--- config.mk ---
export PLATFORM = sky130hd
export DESIGN_NAME = wdog_timer
export DESIGN_NICKNAME = d
export VERILOG_FILES = /design/src/rtl/wdog_pkg.sv /design/src/rtl/wdog_lock.sv /design/src/rtl/wdog_regfile.sv /design/src/rtl/wdog_counter.sv /design/src/rtl/wdog_pulse.sv /design/src/rtl/wdog_timer.sv
export SDC_FILE = /design/constraint.sdc
export NUM_CORES = 1
export LEC_CHECK = 0
export BUFFER_PORTS_ARGS = -buffer_cell sky130_fd_sc_hd__buf_2
export CORE_ASPECT_RATIO = 1.1
export CORE_MARGIN = 3
export CORE_UTILIZATION = 60
export DETAILED_ROUTE_END_ITERATION = 16
export GPL_TIMING_DRIVEN = 1
export PLACE_DENSITY = 0.8
export SETUP_SLACK_MARGIN = 0.5
export SYNTH_ARGS = -nofsm -noshare
export SYNTH_HDL_FRONTEND = slang
export SYNTH_HIERARCHICAL = 1
export SYNTH_SLANG_ARGS = --single-unit
--- constraint.sdc ---
create_clock -name clk -period 7.35 [get_ports clk]
set_input_delay 1.1025 -clock clk [delete_from_list [all_inputs] [get_ports clk]]
set_output_delay 1.1025 -clock clk [all_outputs]
set_load 0.05 [all_outputs]
--- src/rtl/wdog_pkg.sv ---
package wdog_pkg;
    localparam int ADDR_W = 12;
    localparam int DATA_W = 16;
    localparam int CNT_W  = 2 * DATA_W;

    localparam logic [ADDR_W-1:0] OFS_LOAD_LO = 12'h080;
    localparam logic [ADDR_W-1:0] OFS_LOAD_HI = 12'h084;
    localparam logic [ADDR_W-1:0] OFS_CTRL    = 12'h088;
    localparam logic [ADDR_W-1:0] OFS_MOD_EN  = 12'h08C;
    localparam logic [ADDR_W-1:0] OFS_CLK_EN  = 12'h090;
    localparam logic [ADDR_W-1:0] OFS_CNT_LO  = 12'h098;
    localparam logic [ADDR_W-1:0] OFS_CNT_HI  = 12'h09C;
    localparam logic [ADDR_W-1:0] OFS_LOCK    = 12'h0A0;

    localparam int BIT_RUN   = 1;
    localparam int BIT_NEWLD = 2;
    localparam int BIT_RSTEN = 3;
    localparam int BIT_EXP   = 4;
    localparam int BIT_EN    = 2;

    typedef struct packed {
        logic run;
        logic newld;
        logic rsten;
        logic expired;
    } ctrl_t;
endpackage

--- src/rtl/wdog_lock.sv ---
module wdog_lock
    import wdog_pkg::*;
#(
    parameter logic [DATA_W-1:0] KEY = 16'hE551
) (
    input  logic              clk,
    input  logic              rst_n,
    input  logic              wr_i,
    input  logic              sel_i,
    input  logic [DATA_W-1:0] wdata_i,
    output logic              locked_o
);
    typedef struct packed {
        logic locked;
    } lock_st_t;

    lock_st_t st_d, st_q;

    always_comb begin
        st_d = st_q;
        if (wr_i && sel_i) begin
            st_d.locked = (wdata_i != KEY);
        end
    end

    always_ff @(posedge clk or negedge rst_n) begin
        if (!rst_n) begin
            st_q.locked <= 1'b1;
        end else begin
            st_q <= st_d;
        end
    end

    assign locked_o = st_q.locked;
endmodule

--- src/rtl/wdog_regfile.sv ---
module wdog_regfile
    import wdog_pkg::*;
(
    input  logic              clk,
    input  logic              rst_n,
    input  logic              wr_i,
    input  logic [ADDR_W-1:0] addr_i,
    input  logic [DATA_W-1:0] wdata_i,
    input  logic              locked_i,
    input  logic              expire_i,
    output ctrl_t             ctrl_o,
    output logic [DATA_W-1:0] lo_o,
    output logic [DATA_W-1:0] hi_o,
    output logic              mod_en_o,
    output logic              clk_en_o,
    output logic              load_o
);
    typedef struct packed {
        ctrl_t             ctrl;
        logic [DATA_W-1:0] lo;
        logic [DATA_W-1:0] hi;
        logic              mod_en;
        logic              clk_en;
    } reg_st_t;

    reg_st_t st_d, st_q;
    logic    wr_open;

    always_comb begin
        st_d    = st_q;
        wr_open = wr_i && !locked_i;
        load_o  = 1'b0;
        if (wr_open && addr_i == OFS_CTRL) begin
            st_d.ctrl.run   = wdata_i[BIT_RUN];
            st_d.ctrl.newld = wdata_i[BIT_NEWLD];
            st_d.ctrl.rsten = wdata_i[BIT_RSTEN];
            if (wdata_i[BIT_EXP]) begin
                st_d.ctrl.expired = 1'b0;
            end
        end
        if (wr_open && addr_i == OFS_LOAD_HI) begin
            st_d.hi = wdata_i;
        end
        if (wr_open && addr_i == OFS_LOAD_LO) begin
            st_d.lo = wdata_i;
            load_o  = st_q.ctrl.newld;
        end
        if (wr_i && addr_i == OFS_MOD_EN) begin
            st_d.mod_en = wdata_i[BIT_EN];
        end
        if (wr_i && addr_i == OFS_CLK_EN) begin
            st_d.clk_en = wdata_i[BIT_EN];
        end
        if (expire_i && !st_q.ctrl.rsten) begin
            st_d.ctrl.expired = 1'b1;
        end
    end

    always_ff @(posedge clk or negedge rst_n) begin
        if (!rst_n) begin
            st_q <= '0;
        end else begin
            st_q <= st_d;
        end
    end

    assign ctrl_o   = st_q.ctrl;
    assign lo_o     = st_q.lo;
    assign hi_o     = st_q.hi;
    assign mod_en_o = st_q.mod_en;
    assign clk_en_o = st_q.clk_en;
endmodule

--- src/rtl/wdog_counter.sv ---
module wdog_counter #(
    parameter int CNT_W = 32
) (
    input  logic             clk,
    input  logic             rst_n,
    input  logic             tick_i,
    input  logic             active_i,
    input  logic             load_i,
    input  logic [CNT_W-1:0] load_val_i,
    input  logic [CNT_W-1:0] reload_i,
    output logic [CNT_W-1:0] count_o,
    output logic             expire_o
);
    typedef struct packed {
        logic [CNT_W-1:0] count;
    } cnt_st_t;

    cnt_st_t st_d, st_q;

    always_comb begin
        st_d     = st_q;
        expire_o = 1'b0;
        if (load_i) begin
            st_d.count = load_val_i;
        end else if (tick_i && active_i && st_q.count != '0) begin
            if (st_q.count == CNT_W'(1)) begin
                st_d.count = reload_i;
                expire_o   = 1'b1;
            end else begin
                st_d.count = st_q.count - CNT_W'(1);
            end
        end
    end

    always_ff @(posedge clk or negedge rst_n) begin
        if (!rst_n) begin
            st_q <= '0;
        end else begin
            st_q <= st_d;
        end
    end

    assign count_o = st_q.count;
endmodule

--- src/rtl/wdog_pulse.sv ---
module wdog_pulse #(
    parameter int TICKS = 4
) (
    input  logic clk,
    input  logic rst_n,
    input  logic tick_i,
    input  logic fire_i,
    output logic rst_o
);
    localparam int PW = $clog2(TICKS + 1);

    typedef struct packed {
        logic [PW-1:0] left;
    } pulse_st_t;

    pulse_st_t st_d, st_q;

    always_comb begin
        st_d = st_q;
        if (fire_i) begin
            st_d.left = PW'(TICKS);
        end else if (tick_i && st_q.left != '0) begin
            st_d.left = st_q.left - PW'(1);
        end
    end

    always_ff @(posedge clk or negedge rst_n) begin
        if (!rst_n) begin
            st_q <= '0;
        end else begin
            st_q <= st_d;
        end
    end

    assign rst_o = (st_q.left != '0);
endmodule

--- src/rtl/wdog_timer.sv ---
module wdog_timer
    import wdog_pkg::*;
#(
    parameter logic [15:0] KEY       = 16'hE551,
    parameter int          RST_TICKS = 4
) (
    input  logic        clk,
    input  logic        rst_n,
    input  logic        tick,
    input  logic        bus_wr,
    input  logic [11:0] bus_addr,
    input  logic [15:0] bus_wdata,
    output logic [15:0] bus_rdata,
    output logic        wdg_rst_o
);
    logic              locked;
    ctrl_t             ctrl;
    logic [DATA_W-1:0] lo_val;
    logic [DATA_W-1:0] hi_val;
    logic              mod_en;
    logic              clk_en;
    logic              cnt_load;
    logic [CNT_W-1:0]  count;
    logic              expire;
    logic              fire;
    logic              ctrl_run;
    logic              active;

    wdog_lock #(.KEY(KEY)) lock_i (
        .clk      (clk),
        .rst_n    (rst_n),
        .wr_i     (bus_wr),
        .sel_i    (bus_addr == OFS_LOCK),
        .wdata_i  (bus_wdata),
        .locked_o (locked)
    );

    wdog_regfile regs_i (
        .clk      (clk),
        .rst_n    (rst_n),
        .wr_i     (bus_wr),
        .addr_i   (bus_addr),
        .wdata_i  (bus_wdata),
        .locked_i (locked),
        .expire_i (expire),
        .ctrl_o   (ctrl),
        .lo_o     (lo_val),
        .hi_o     (hi_val),
        .mod_en_o (mod_en),
        .clk_en_o (clk_en),
        .load_o   (cnt_load)
    );

    assign ctrl_run = ctrl.run;
    assign active   = ctrl.run && mod_en && clk_en;
    assign fire     = expire && ctrl.rsten;

    wdog_counter #(.CNT_W(CNT_W)) cnt_i (
        .clk        (clk),
        .rst_n      (rst_n),
        .tick_i     (tick),
        .active_i   (active),
        .load_i     (cnt_load),
        .load_val_i ({hi_val, bus_wdata}),
        .reload_i   ({hi_val, lo_val}),
        .count_o    (count),
        .expire_o   (expire)
    );

    wdog_pulse #(.TICKS(RST_TICKS)) pulse_i (
        .clk    (clk),
        .rst_n  (rst_n),
        .tick_i (tick),
        .fire_i (fire),
        .rst_o  (wdg_rst_o)
    );

    always_comb begin
        bus_rdata = '0;
        case (bus_addr)
            OFS_LOAD_LO: bus_rdata = lo_val;
            OFS_LOAD_HI: bus_rdata = hi_val;
            OFS_CTRL: begin
                bus_rdata[BIT_RUN]   = ctrl.run;
                bus_rdata[BIT_NEWLD] = ctrl.newld;
                bus_rdata[BIT_RSTEN] = ctrl.rsten;
                bus_rdata[BIT_EXP]   = ctrl.expired;
            end
            OFS_MOD_EN:  bus_rdata[BIT_EN] = mod_en;
            OFS_CLK_EN:  bus_rdata[BIT_EN] = clk_en;
            OFS_CNT_LO:  bus_rdata = count[DATA_W-1:0];
            OFS_CNT_HI:  bus_rdata = count[CNT_W-1:DATA_W];
            OFS_LOCK:    bus_rdata[0] = locked;
            default:     bus_rdata = '0;
        endcase
    end
endmodule

==> impl_metrics.toml, run 1 <==
[synth]
syn_area_per_cell_um2 = 9.76
ys_warn_count = 6
ys_seq_elements = 74
synth.net_count = 575
synth.area.top_cells = "dfrtp_1 35%, mux2_2 6.0%, mux2i_1 5.5%"
ys_seq_area_frac = 0.353
synth_top_cell_area_share = 0.348
synthArstFlopShare = 1.00
synth_area_mm2 = 0.00525
yosys.area.top_type = "dfrtp_1"
syn_inst = 538
synth.distinct_cells = 82
synthFlopType = "dfrtp_1"
ys_top_cells_by_count = "73 x dfrtp_1, 42 x o21ai_0, 41 x nand2_1"
synth.most_common_cell = "dfrtp_1"
synth_edf_count = 0

[clock_tree]
clk_pin_slew_ps = 90
post_cts_buffers = 0
clkLatencyLatePin_ps = 360
clockBufferDepth = 2
cts_tree = "done"
cts_buffers = 9
root_buffer = "clkbuf_8"
postCtsHoldBufs = 0
numClockSinks = 74
cts_resized = 0
h-tree-depth = 3

[pwr]
p_per_area_mw_per_mm2 = 151
peakVddDrop_v = 0.000112
p_total_mw = 0.863
leakagePower_nw = 2.64

[critical_path]
crit_path_end_kind = "register"
worst-setup-path-type = "input pin to register"
crit_arrival_ps = 4650
cp_max_fo = 40
start_kind = "input pin"
cp.required_ps = 7600

[drt]
drc = 0
drt_iter0_drc = 836
vias = 4992
vias_per_cell = 7.28
wl_mm = 16.3
postRouteAntennaNets = 0
firstDrtPassIters = 6
post_drt_wl_per_cell_um = 23.8

[placed_design]
dp_cells = 670
hpwl_mm = 11.1
io_buffers = 48
gp_congestion = 0.983

[sta]
period_share = 0.600
holdWs_ps = 527
setup_violations = 0
finalHoldViolCount = 0
tns_ps = 0
slew_headroom = 0.264
clock-skew-final_ps = 16.6
rsz0062_at_grt = "false"
min_period_ps = 4410
worst_pin_slew_ps = 1100
slew_viol_final = 0
max_clock_freq_ghz = 0.227

[cells_and_area]
final_cells = 686
area_delta_synth_final_pct = 8.63
num_antenna_cells = 0
drive_above_1_share = 0.254
final_nets = 607

[die]
start_util = 0.621
core_mm2 = 0.00845
dieHeight_um = 104
die_x_um = 95.2
fp-row-count = 35
io_pins = 49
die_area_mm2 = 0.00991

[outcome]
outcome = "finished, final reports clean"

[min_path]
min_path_type = "register to register"

[grt]
overflow = 0
grt_pass1_vias = 4629
grt_max_degree = 75
antenna_found_initial = 0
track_usage = 0.335
grt_pass1_wl_mm = 25.6

[run]
maxCapViolations = 0
[registers in the layout (all words and copies together), names as in the netlist]
register	cells
pulse_i/st_q	3
regs_i/mod_en_o	1
lock_i/locked_o	1
cnt_i/count_o	32
regs_i/ctrl_o	4
regs_i/lo_o	16
regs_i/hi_o	16
regs_i/clk_en_o	1
[cells in the final DEF (no fill, tap or decap), types with 11 or more instances in the layout]
master	netlist	final
a22oi_1	16	16
nor4_1	11	11
a21oi_1	15	15
mux2_4	14	14
nor2_1	36	36
mux2i_1	29	29
nand2_1	41	41
o21ai_0	42	42
mux2_2	28	28
buf_2	7	47
dfrtp_1	73	73
o22ai_1	15	15
nor3_1	12	12
[worst max-delay path, cell delays in order]
cell	delay, ps
buf_2	430
nor2_1	430
nand4_1	170
nor3b_2	210
buf_4	420
inv_1	320
a31oi_1	950
o21ai_0	220
a221o_2	380
[cell type report]
type | instances | area, um^2
multi-input combinational | 426 | 3220
fill | 639 | 2750
sequential | 74 | 1850
timing repair buffer | 49 | 250
tap | 111 | 139
clock buffer | 10 | 138
clock inverter | 6 | 66.3
inverter | 10 | 37.5
[layer usage]
metal	global-route usage	vias to the layer above	share of wire
met2	0.470	343	0.45
met1	0.497	2431	0.41
met5	0	-	0
met3	0.0702	58	0.11
met4	0.139	0	0.036
li1	-	2160	-
[where the power goes]
part	switching, mW	internal [mW]	leakage [nW]
combinational	0.0639	0.0402	1.52
clock	0.170	0.166	0.0945
sequential	0.00691	0.416	1.02
[logic make-up (layout without fill, tap and decap cells)]
logic type                 count (synthesis)  count (layout)  share of synthesized area
muxes                                     71              71                      0.155
adders and majority gates                  5               5                     0.0119
buffers and inverters                     38              75                     0.0348
and+or+nand+nor                          183             183                      0.218
xor gates and xnor gates                  13              13                     0.0217
DFF                                       74              74                      0.353
AOI/OAI and AO/OA                        154             154                      0.206
[path summary, 6_finish.rpt]
kind                                  from                 to  depth (start not counted)  slack, ps
max                            bus_addr[2]  cnt_i/count_o[28]                          9       2940
min                        pulse_i/st_q[2]    pulse_i/st_q[2]                          1        530
min reg2reg                pulse_i/st_q[2]    pulse_i/st_q[2]                          1        530
max reg2reg                lock_i/locked_o  cnt_i/count_o[28]                          8       3910
max in group asynchronous            rst_n   cnt_i/count_o[9]                          1       5800
min in group asynchronous            rst_n    pulse_i/st_q[1]                          1        910
[through the flow]
step / instance area [um^2] / setup slack (ps) / util
after detailed placement: 5500 / 2680 / 0.651
after global routing: 5700 / 2600 / 0.675
after CTS: 5700 / 3040 / 0.675
after global placement: 5500 / 2790 / 0.651
final: 5700 / 2940 / 0.675
after floorplan: 5250 / 3110 / -
No activity file was read; power rests on OpenSTA's default activity.
==> run 2: changes to the inputs <==
==> constraint.sdc (replaced) <==
create_clock -name clk -period 4.5 [get_ports clk]
set_input_delay 0.675 -clock clk [delete_from_list [all_inputs] [get_ports clk]]
set_output_delay 0.675 -clock clk [all_outputs]
set_load 0.05 [all_outputs]
==> impl_metrics.toml, run 2 (same netlist as run 1, synthesis figures left out) <==
[pwr]
peakVddDrop_v = 0.000139
p_total_mw = 1.35
p_per_area_mw_per_mm2 = 236
leakagePower_nw = 2.67

[die]
io_pins = 49
dieHeight_um = 104
die_area_mm2 = 0.00991
die_x_um = 95.2
start_util = 0.621
core_mm2 = 0.00845
fp-row-count = 35

[grt]
track_usage = 0.343
grt_pass1_vias = 4685
grt_pass1_wl_mm = 26.1
grt_max_degree = 75
antenna_found_initial = 0
overflow = 0

[placed_design]
dp_cells = 677
dpl-instance-area_mm2 = 0.00555
gp_congestion = 0.979
hpwl_mm = 11.5
io_buffers = 48
dp_slack_ps = 1140

[sta]
setup_slack_ps = 1160
clock-skew-final_ps = 12.7
rsz0062_at_grt = "false"
slew_viol_final = 0
min_period_ps = 3340
tns_ps = 0
slew_headroom = 0.272
holdWs_ps = 447
finalHoldViolCount = 0
max_clock_freq_ghz = 0.299
setup_violations = 0
worst_pin_slew_ps = 1090
period_share = 0.743

[critical_path]
critPathMaxStageDelay_ps = 560
path_delay_family = "simple AND/OR/NAND/NOR gates"
cpMaxStageDelayCell = "or3_1"
path_depth = 6
start_kind = "input pin"
worstPathCellList = "buf_2 > or4_4 > or2_4 > or3_1 > o22ai_1 > buf_2"
r2r_start = "cnt_i/count_o[4]"
rr_worst_depth = 7
cp_max_fo = 10
crit_arrival_ps = 2670
cp.required_ps = 3830
reg2reg_slack_ps = 1290
crit_path_end_kind = "primary output"
worst-setup-path-type = "input pin to primary output"
path_buf_inv = 2
crit_top_cell = "buf_2"
r2r_end = "cnt_i/count_o[22]"

[cells_and_area]
final_nets = 614
largest_reg_flops = 32
num_antenna_cells = 0
design_area_mm2 = 0.00573
drive_above_1_share = 0.263
fin_util = 0.678
final_cells = 693
mostFrequentLayoutCell = "dfrtp_1"
num-fill-cells = 675
layout_common_cells = "73 x dfrtp_1, 47 x buf_2, 42 x o21ai_0"
area_delta_synth_final_pct = 9.15

[drt]
vias_per_cell = 7.15
wl_mm = 16.4
firstDrtPassIters = 6
vias = 4958
drt_iter0_drc = 510
drc = 0
post_drt_wl_per_cell_um = 23.7
postRouteAntennaNets = 0

[clock_tree]
cts_tree = "done"
clk_pin_slew_ps = 90
h-tree-depth = 3
cts_resized = 0
cts_buffers = 9
numClockSinks = 74
post_cts_buffers = 0
clockBufferDepth = 2
clkLatencyLatePin_ps = 360
postCtsHoldBufs = 0
root_buffer = "clkbuf_8"

[run]
maxCapViolations = 0

[outcome]
outcome = "finished, final reports clean"

[min_path]
min_path_type = "input pin to async pin"
-- run 2: changes by cell type in the layout (fill, tap and decap cells not counted) --
cell	previous run	this run
bufinv_16	1	0
buf_4	2	9
clkinvlp_4	3	0
inv_6	0	1
clkinv_2	1	3
clkinv_4	1	2
-- run 2: power breakdown --
| part | switching, mW | total, mW | internal [mW] |
|---|---|---|---|
| combinational | 0.102 | 0.167 | 0.0653 |
| sequential | 0.0120 | 0.692 | 0.680 |
| clock | 0.277 | 0.494 | 0.217 |
-- run 2: layout make-up --
| class | instances | area, um^2 | area share |
|---|---|---|---|
| sequential | 74 | 1850 | 0.323 |
| multi-input combinational | 426 | 3220 | 0.562 |
| tap | 111 | 139 | 0.0242 |
| timing repair buffer | 56 | 303 | 0.0528 |
| clock inverter | 6 | 41.3 | 0.00720 |
| inverter | 10 | 37.5 | 0.00655 |
| clock buffer | 10 | 138 | 0.0240 |
-- run 2: worst max path at each step --
stage / start / end / slack (ps)
detailed placement: bus_addr[1] / pulse_i/st_q[2] / 1140
finish: bus_addr[9] / bus_rdata[14] / 1160
global route: bus_addr[9] / bus_rdata[7] / 1090
floorplan: bus_addr[9] / bus_rdata[0] / 1110
CTS: bus_addr[9] / bus_rdata[0] / 1170
global placement: bus_addr[9] / bus_rdata[0] / 1210
-- run 2: layer usage --
layer  wire length [um]  global-route usage
met4                481               0.118
met5                  0                   0
met2               7390               0.500
met3               1810              0.0543
met1               6720               0.516
==> run 3: changes to the inputs <==
==> constraint.sdc (replaced) <==
create_clock -name clk -period 3.3 [get_ports clk]
set_input_delay 0.495 -clock clk [delete_from_list [all_inputs] [get_ports clk]]
set_output_delay 0.495 -clock clk [all_outputs]
set_load 0.05 [all_outputs]
==> impl_metrics.toml, run 3 (same netlist as run 1, synthesis figures left out) <==
[pwr]
peakVddDrop_v = 0.000244
p_per_area_mw_per_mm2 = 349
clock_power_share = 0.434
switching_share = 0.268
p_switching_mw = 0.558
seqPwrFrac = 0.452
leakagePower_nw = 2.78
internal-power_mw = 1.53
comb_power_share = 0.114
p_total_mw = 2.09

[critical_path]
reg2reg_slack_ps = 570
worstPathCellList = "buf_2 > or4_4 > or2_4 > or3_4 > o22ai_1 > buf_4"
r2r_start = "cnt_i/count_o[2]"
cp.required_ps = 2800
critPathMaxStageDelay_ps = 540
cpMaxStageDelayCell = "or4_4"
crit_arrival_ps = 2300
r2r_end = "cnt_i/count_o[19]"
crit_path_end_kind = "primary output"
rr_worst_depth = 6
cp_max_fo = 10
worst-setup-path-type = "input pin to primary output"
start_kind = "input pin"

[run]
maxCapViolations = 0

[outcome]
outcome = "finished, final reports clean"

[grt]
globalRouteMet2Util = 0.527
gr-usage-met1 = 0.484
track_usage = 0.355
grt_busiest_layer = "met2"
overflow = 0
grt_max_degree = 75
grt_pass1_vias = 5076
antenna_found_initial = 0
met3_usage = 0.0941
grt_pass1_wl_mm = 27.3

[die]
die_area_mm2 = 0.00991
dieHeight_um = 104
io_pins = 49
fp-row-count = 35
die_x_um = 95.2
core_mm2 = 0.00845
start_util = 0.621

[clock_tree]
clk_pin_slew_ps = 80
numClockSinks = 74
cts_buffers = 9
clockBufferDepth = 2
root_buffer = "clkbuf_8"
clkLatencyLatePin_ps = 370
h-tree-depth = 3
cts_tree = "done"

[cells_and_area]
layout_common_cells = "73 x dfrtp_1, 42 x o21ai_0, 41 x nand2_1"
mostFrequentLayoutCell = "dfrtp_1"
area_delta_synth_final_pct = 13.7
largest_reg_flops = 32
final_nets = 628
num_antenna_cells = 0
drive_above_1_share = 0.294
num-fill-cells = 639

[sta]
max_clock_freq_ghz = 0.358
tns_ps = 0
slew_viol_final = 0
setup_violations = 0
min_period_ps = 2800
finalHoldViolCount = 0
period_share = 0.847
clock-skew-final_ps = 14.5
slew_headroom = 0.352
worst_pin_slew_ps = 973
rsz0062_at_grt = "true"

[drt]
wl_mm = 16.9
drt_iter0_drc = 763
vias = 5215
vias_per_cell = 7.38
postRouteAntennaNets = 0
drc = 0
firstDrtPassIters = 9
post_drt_wl_per_cell_um = 23.9

[placed_design]
hpwl_mm = 11.6
gp_congestion = 1.01
io_buffers = 48

[min_path]
min_path_type = "input pin to async pin"
run 3: layout make-up:
class	count	area [um^2]	share of cell area
Clock buffer	9	124	0.0207
Sequential cell	74	1850	0.310
Timing Repair Buffer	70	430	0.0721
Tap cell	111	139	0.0233
Inverter	10	37.5	0.00629
Multi-Input combinational cell	426	3260	0.547
Clock inverter	7	124	0.0207
run 3: power groups by stage:
| stage | Clock [mW] | Combinational, mW | Sequential [mW] |
|---|---|---|---|
| after global placement | 0 | 0.220 | 0.958 |
| after floorplan | 0 | 0.146 | 0.956 |
| after detailed placement | 0 | 0.238 | 0.960 |
| final | 0.905 | 0.237 | 0.943 |
| after CTS | 0.901 | 0.238 | 0.943 |
| after global routing | 0.941 | 0.260 | 0.945 |
run 3: through the flow:
step / instances / util / worst slack (ps) / area (um^2) / hold WS [ps]
5_1_grt: 707 / 0.706 / 479 / 5970 / 353
2_1_floorplan: 538 / - / 273 / 5260 / 199
3_3_place_gp: 689 / 0.668 / 365 / 5650 / 497
3_5_place_dp: 689 / 0.668 / 288 / 5650 / 519
4_1_cts: 705 / 0.699 / 502 / 5910 / 318
6_report: 707 / 0.706 / 504 / 5970 / 268
run 3: timing repair:
item,4_1_cts,5_1_grt
setup buffers,0,2
pin swaps,0,2
hold buffers,0,0
resized for setup,3,18
endpoints found under the setup margin,10,34
run 3: critical path: cells and delay by family:
| kind | cells | cell delay [ps] |
|---|---|---|
| AOI/OAI and AO/OA | 1 | 210 |
| and+or+nand+nor | 3 | 1230 |
| buffers and inverters | 2 | 360 |
run 3: worst max-delay path by stage:
stage                     depth (start not counted)         from            end
after floorplan                                   5  bus_addr[9]   bus_rdata[0]
after global placement                            6  bus_addr[9]   bus_rdata[0]
after detailed placement                          6  bus_addr[9]  bus_rdata[11]
after CTS                                         6  bus_addr[9]  bus_rdata[11]
after global routing                              6  bus_addr[9]  bus_rdata[11]
final                                             6  bus_addr[9]  bus_rdata[11]
run 3: metal layers:
metal  up-vias  share of wire
met2       441           0.46
met4         0          0.042
li1       2196              -
met3        96           0.13
met1      2482           0.37
met5         -              0
